[src/rtl/tern_branch_decoder.sv]
module tern_branch_decoder #(
  parameter int PC_W   = 16,
  parameter int DATA_W = 32,
  parameter int IDX_W  = 3,
  parameter int BR_OP  = 5
) (
  input  logic                     clk,
  input  logic                     rst_n,
  input  logic                     start,
  input  logic signed [31:0]       word_in,
  input  logic [PC_W-1:0]          pc_in,
  output logic [IDX_W-1:0]         reg_idx,
  input  logic signed [DATA_W-1:0] reg_val,
  output logic                     valid,
  output logic [PC_W-1:0]          next_pc,
  output logic                     taken,
  output logic                     bad_op,
  output logic                     bad_word
);
  localparam int NTRIT = 18;
  localparam int WMAX  = (3**NTRIT - 1) / 2;
  localparam int CW    = $clog2(NTRIT);
  localparam logic signed [9:0] OP_LO  = -10'sd3;
  localparam logic signed [9:0] OP_HI  = 10'sd13;
  localparam logic signed [9:0] SR_HI  = 10'((2**IDX_W) - 1);
  localparam logic signed [9:0] BR_VAL = 10'(BR_OP);

  typedef enum logic [1:0] {IDLE, CONV, DEC, RD} st_t;
  st_t st;

  logic signed [31:0] q, rem, q_nxt;
  logic signed [1:0]  dig;
  logic [2*NTRIT-1:0] tv;
  logic [CW-1:0]      cnt;
  logic [PC_W-1:0]    pc_q;
  logic signed [9:0]  f_op, f_sr, f_n, f_z, f_p, sel;
  logic               legal, oob;

  assign rem   = q % 32'sd3;
  assign dig   = (rem == 32'sd2 || rem == -32'sd1) ? -2'sd1 :
                 (rem == -32'sd2 || rem == 32'sd1) ?  2'sd1 : 2'sd0;
  assign q_nxt = (q - 32'(dig)) / 32'sd3;
  assign oob   = (word_in > WMAX) || (word_in < -WMAX);

  function automatic logic signed [9:0] tdig(input int i);
    return 10'(signed'(tv[2*i +: 2]));
  endfunction

  always_comb begin
    f_op = '0; f_sr = '0; f_n = '0; f_z = '0; f_p = '0;
    for (int i = 17; i >= 15; i--) f_op = f_op * 10'sd3 + tdig(i);
    for (int i = 14; i >= 13; i--) f_sr = f_sr * 10'sd3 + tdig(i);
    for (int i = 12; i >= 9;  i--) f_n  = f_n  * 10'sd3 + tdig(i);
    for (int i = 8;  i >= 5;  i--) f_z  = f_z  * 10'sd3 + tdig(i);
    for (int i = 4;  i >= 0;  i--) f_p  = f_p  * 10'sd3 + tdig(i);
  end

  assign legal   = (f_op >= OP_LO) && (f_op <= OP_HI) && (f_sr >= 10'sd0) && (f_sr <= SR_HI);
  assign reg_idx = IDX_W'(f_sr);
  assign sel     = reg_val[DATA_W-1] ? f_n : (reg_val == '0) ? f_z : f_p;

  always_ff @(posedge clk or negedge rst_n) begin
    if (!rst_n) begin
      st <= IDLE; q <= '0; tv <= '0; cnt <= '0; pc_q <= '0;
      valid <= 1'b0; next_pc <= '0; taken <= 1'b0; bad_op <= 1'b0; bad_word <= 1'b0;
    end else begin
      valid <= 1'b0;
      case (st)
        IDLE: if (start) begin
          pc_q <= pc_in; taken <= 1'b0; bad_op <= 1'b0; bad_word <= 1'b0;
          if (oob) begin
            bad_word <= 1'b1; valid <= 1'b1; next_pc <= pc_in;
          end else begin
            q <= word_in; cnt <= '0; st <= CONV;
          end
        end
        CONV: begin
          tv  <= {dig, tv[2*NTRIT-1:2]};
          q   <= q_nxt;
          cnt <= cnt + 1'b1;
          if (cnt == CW'(NTRIT - 1)) st <= DEC;
        end
        DEC: begin
          if (!legal) begin
            bad_op <= 1'b1; valid <= 1'b1; next_pc <= pc_q; st <= IDLE;
          end else if (f_op != BR_VAL) begin
            valid <= 1'b1; next_pc <= pc_q + 1'b1; st <= IDLE;
          end else begin
            st <= RD;
          end
        end
        RD: begin
          next_pc <= pc_q + 1'b1 + PC_W'(sel);
          taken   <= (sel != 10'sd0);
          valid   <= 1'b1;
          st      <= IDLE;
        end
        default: st <= IDLE;
      endcase
    end
  end


  valid_pulse_chk: assert property (@(posedge clk) disable iff (!rst_n) valid |=> !valid);

  flag_excl_chk: assert property (@(posedge clk) disable iff (!rst_n) valid |-> !(bad_op && bad_word));

  taken_clean_chk: assert property (@(posedge clk) disable iff (!rst_n)
    (valid && taken) |-> (!bad_op && !bad_word));

  residue_zero_chk: assert property (@(posedge clk) disable iff (!rst_n) (st == DEC) |-> (q == 32'sd0));

  fallthru_chk: assert property (@(posedge clk) disable iff (!rst_n)
    (valid && !taken && !bad_op && !bad_word) |-> (next_pc == PC_W'(pc_q + 1'b1)));

  busy_ignore_chk: assert property (@(posedge clk) disable iff (!rst_n)
    (st != IDLE && start) |=> $stable(pc_q));
endmodule

[config.mk]
export PLATFORM = sky130hd
export DESIGN_NAME = tern_branch_decoder
export DESIGN_NICKNAME = d
export VERILOG_FILES = /design/src/rtl/tern_branch_decoder.sv
export SDC_FILE = /design/constraint.sdc
export NUM_CORES = 1
export LEC_CHECK = 0
export ABC_CLOCK_PERIOD_IN_PS = 24900
export CAP_MARGIN = 10
export CORE_ASPECT_RATIO = 0.7
export CORE_UTILIZATION = 51
export DETAILED_ROUTE_END_ITERATION = 8
export PLACE_DENSITY = 0.72
export RECOVER_POWER = 50
export SETUP_SLACK_MARGIN = 0.1
export SYNTH_ARGS = -nofsm -noshare
export SYNTH_HDL_FRONTEND = slang
export SYNTH_SLANG_ARGS = --single-unit
[constraint.sdc]
create_clock -name clk -period 24.9 [get_ports clk]
set_clock_uncertainty 0.2 [all_clocks]
set_input_delay 3.735 -clock clk [delete_from_list [all_inputs] [get_ports clk]]
set_output_delay 3.735 -clock clk [all_outputs]
set_load 0.01 [all_outputs]
==> results.cfg <==
[yosys]
ys_seq_area_frac = 0.119
ys_ff_latch = 111
yosysUniqueCellTypes = 122
yosysWarningCount = 0
synthFlopType = dfrtp_1
synth_nets = 3599
synth-edff-count = 0
synth_area_per_cell_um2 = 7.23
yosys-top-cells-area = ha_1 (12%), dfrtp_1 (12%), xnor2_1 (6.6%)
synth_top_area_frac = 0.120
synthArstFlopShare = 1.00
yosysTopAreaCell = ha_1
synth_cells = 3233
syn_area_um2 = 23400

[global_route]
use_met3 = 0.0483
use_met2 = 0.456
busiest_layer = met1
grt_usage = 0.312
grt_start_max_net_pins = 81
grt_pass1_wl_um = 120000
overflow = 0
grt.met1_usage = 0.480
antenna_found_initial = 2
grt_pass1_vias = 22600

[finish]
final_cells = 4052
area_growth_pct = 18.2
layout_commonest_cell = inv_1
layout.nets = 3808
final_cell_mix = inv_1 (327), nand2_1 (300), nor2_1 (278)
utilization = 0.612
drive_gt1_frac = 0.143
nFillCells = 4096

[detailed_routing]
viasPerCell = 6.14
wl_um = 75700
post_drt_wl_per_cell_um = 18.7
drc = 0
detail_route.first_pass.iterations = 7
drt-initial-drc-count = 2915
ant_nets = 0
vias = 24900

[floorplanning]
dieWidth_um = 258
rows = 65
start_util = 0.518
die_h_um = 181
dieArea_um2 = 46700
io_pins = 106
core_um2 = 45100

[worst_setup_path]
critPathMaxFanout = 18
reg2reg_slack_ps = 570
critPathLaunchType = register
worstSetupEndpointType = register
cp_slowest_cell = or4_1
reg2reg_from = q[21]
reg2regPathDepth = 120
r2r-end = q[24]
critPathArrivalTime_ps = 24400
cpLargestDelayFamily = compound AO/OA/AOI/OAI gates
max_stage_delay_ps = 670
path_buf_inv = 14
worst-setup-path-type = reg -> reg
crit_required_ps = 24970
critPathMostFrequentCell = a21oi_1

[hold_path]
worstHoldPathCells = 2
min_from = tv[4]
min_path_type = reg -> reg
hold_end = tv[2]

[clock_network]
cts_tree = done
hold_buffers = 0
cts_sinks = 111
path_clk_slew_ps = 100
clk_latency_ps = 400
clock-root-buffer = clkbuf_16
numCtsBuffers = 9
h-tree-depth = 3
cts.path.max_buffers = 2

[placed_design]
gp_congestion = 1.02
io_buffers = 105
dp_hpwl_um = 58900
dp.cells = 3990

[run_status]
status = finished, violations left
violations = max-capacitance violations, max-slew violations

[sta]
max_freq_ghz = 0.0411
worst_pin_slew_ps = 3470
slew_headroom = -1.31
report.final.slew_viol_count = 152
totalNegativeSetupSlack_ps = 0
fin_crit_sh = 0.977
setup_viol = 0
finalHoldViolations = 0
finalCriticalPeriod_ps = 24330

[run]
drv_cap = 3
state kept, by name, indices dropped and copies added, names as in the netlist:
signal / count
valid: 1
q: 32
next_pc: 16
cnt: 5
bad_op: 1
taken: 1
st: 2
tv: 36
bad_word: 1
pc_q: 16
layout make-up:
class	instances	area, um2	share of cell area
sequential	111	2780	0.101
multi-input combinational	2645	19600	0.711
timing repair buffer	343	2870	0.104
tap	603	754	0.0273
inverter	332	1250	0.0451
clock inverter	7	104	0.00376
antenna	2	5.00	0.000181
clock buffer	9	225	0.00816
worst min-delay path, cell delays in order (launching register included):
cell and delay [ps]:
dfrtp_1 380, nand2_1 60, nand2_1 50
routing by layer:
metal,wire length [um],part of all wire
met2,31800,0.42
met1,36700,0.48
met4,1270,0.017
met5,0,0
met3,5950,0.079
repair_timing:
action,in CTS,in global routing
endpoints found under the setup margin,24,32
buffers inserted,5,38
pin swaps,6,76
gates cloned,1,0
resized for setup,24,188
cell families (layout without fill, tap and decap cells):
logic type / count (synthesis) / in the layout / synth area share
and+or+nand+nor: 1039 / 1039 / 0.212
AOI/OAI and AO/OA: 960 / 960 / 0.276
buffers and inverters: 478 / 691 / 0.0794
xor gates and xnor gates: 291 / 291 / 0.111
adders and majority gates: 286 / 286 / 0.172
DFF: 111 / 111 / 0.119
muxes: 68 / 69 / 0.0310
other: 0 / 2 / 0
Yosys cell counts (9+ instances only):
library cell and instances:
o211ai_1 28, a21o_1 52, fa_1 59, a21boi_0 18, nand3_1 98, a21oi_1 253, and3_1 21, mux2i_1 42
o221ai_1 19, dfrtp_1 111, a31oi_1 33, buf_2 24, and2_1 25, nand2b_1 22, a311oi_1 9, xor2_1 111
o21ai_1 42, buf_1 10, o21ai_0 196, mux2_2 22, nand2_1 304, a2111oi_0 15, o32ai_1 9, a22oi_1 12
ha_1 224, a211o_1 10, o21a_1 11, clkbuf_1 104, or4_1 14, or2_2 11, a211oi_1 26, o31ai_1 22
o21bai_1 36, inv_1 330, nor4_1 29, nand4_1 38, or3_1 31, nor2b_1 16, nor3_1 89, xnor2_1 176
nor2_1 289, o22ai_1 27
worst max-delay path by stage:
stage                     slack [ps]   from  cells past startpoint    end
after floorplan                  260   q[0]                    114  q[30]
after global placement           110   q[0]                    112  q[12]
after detailed placement        -400   q[0]                    116  q[12]
after CTS                        110   q[0]                    120  q[12]
after global routing            -410   q[1]                    127   q[6]
final                            570  q[21]                    120  q[24]
through the flow:
stage	setup slack, ps	area, um2	hold slack (ps)
3_3_place_gp	112	26100	275
4_1_cts	108	26600	294
3_5_place_dp	-397	26100	285
5_1_grt	-409	27600	311
6_report	571	27600	293
2_1_floorplan	259	23400	252
Power is left out: the tool's default activity adds up to more than one toggle a clock period on the data nets, which glitch-free logic cannot reach.
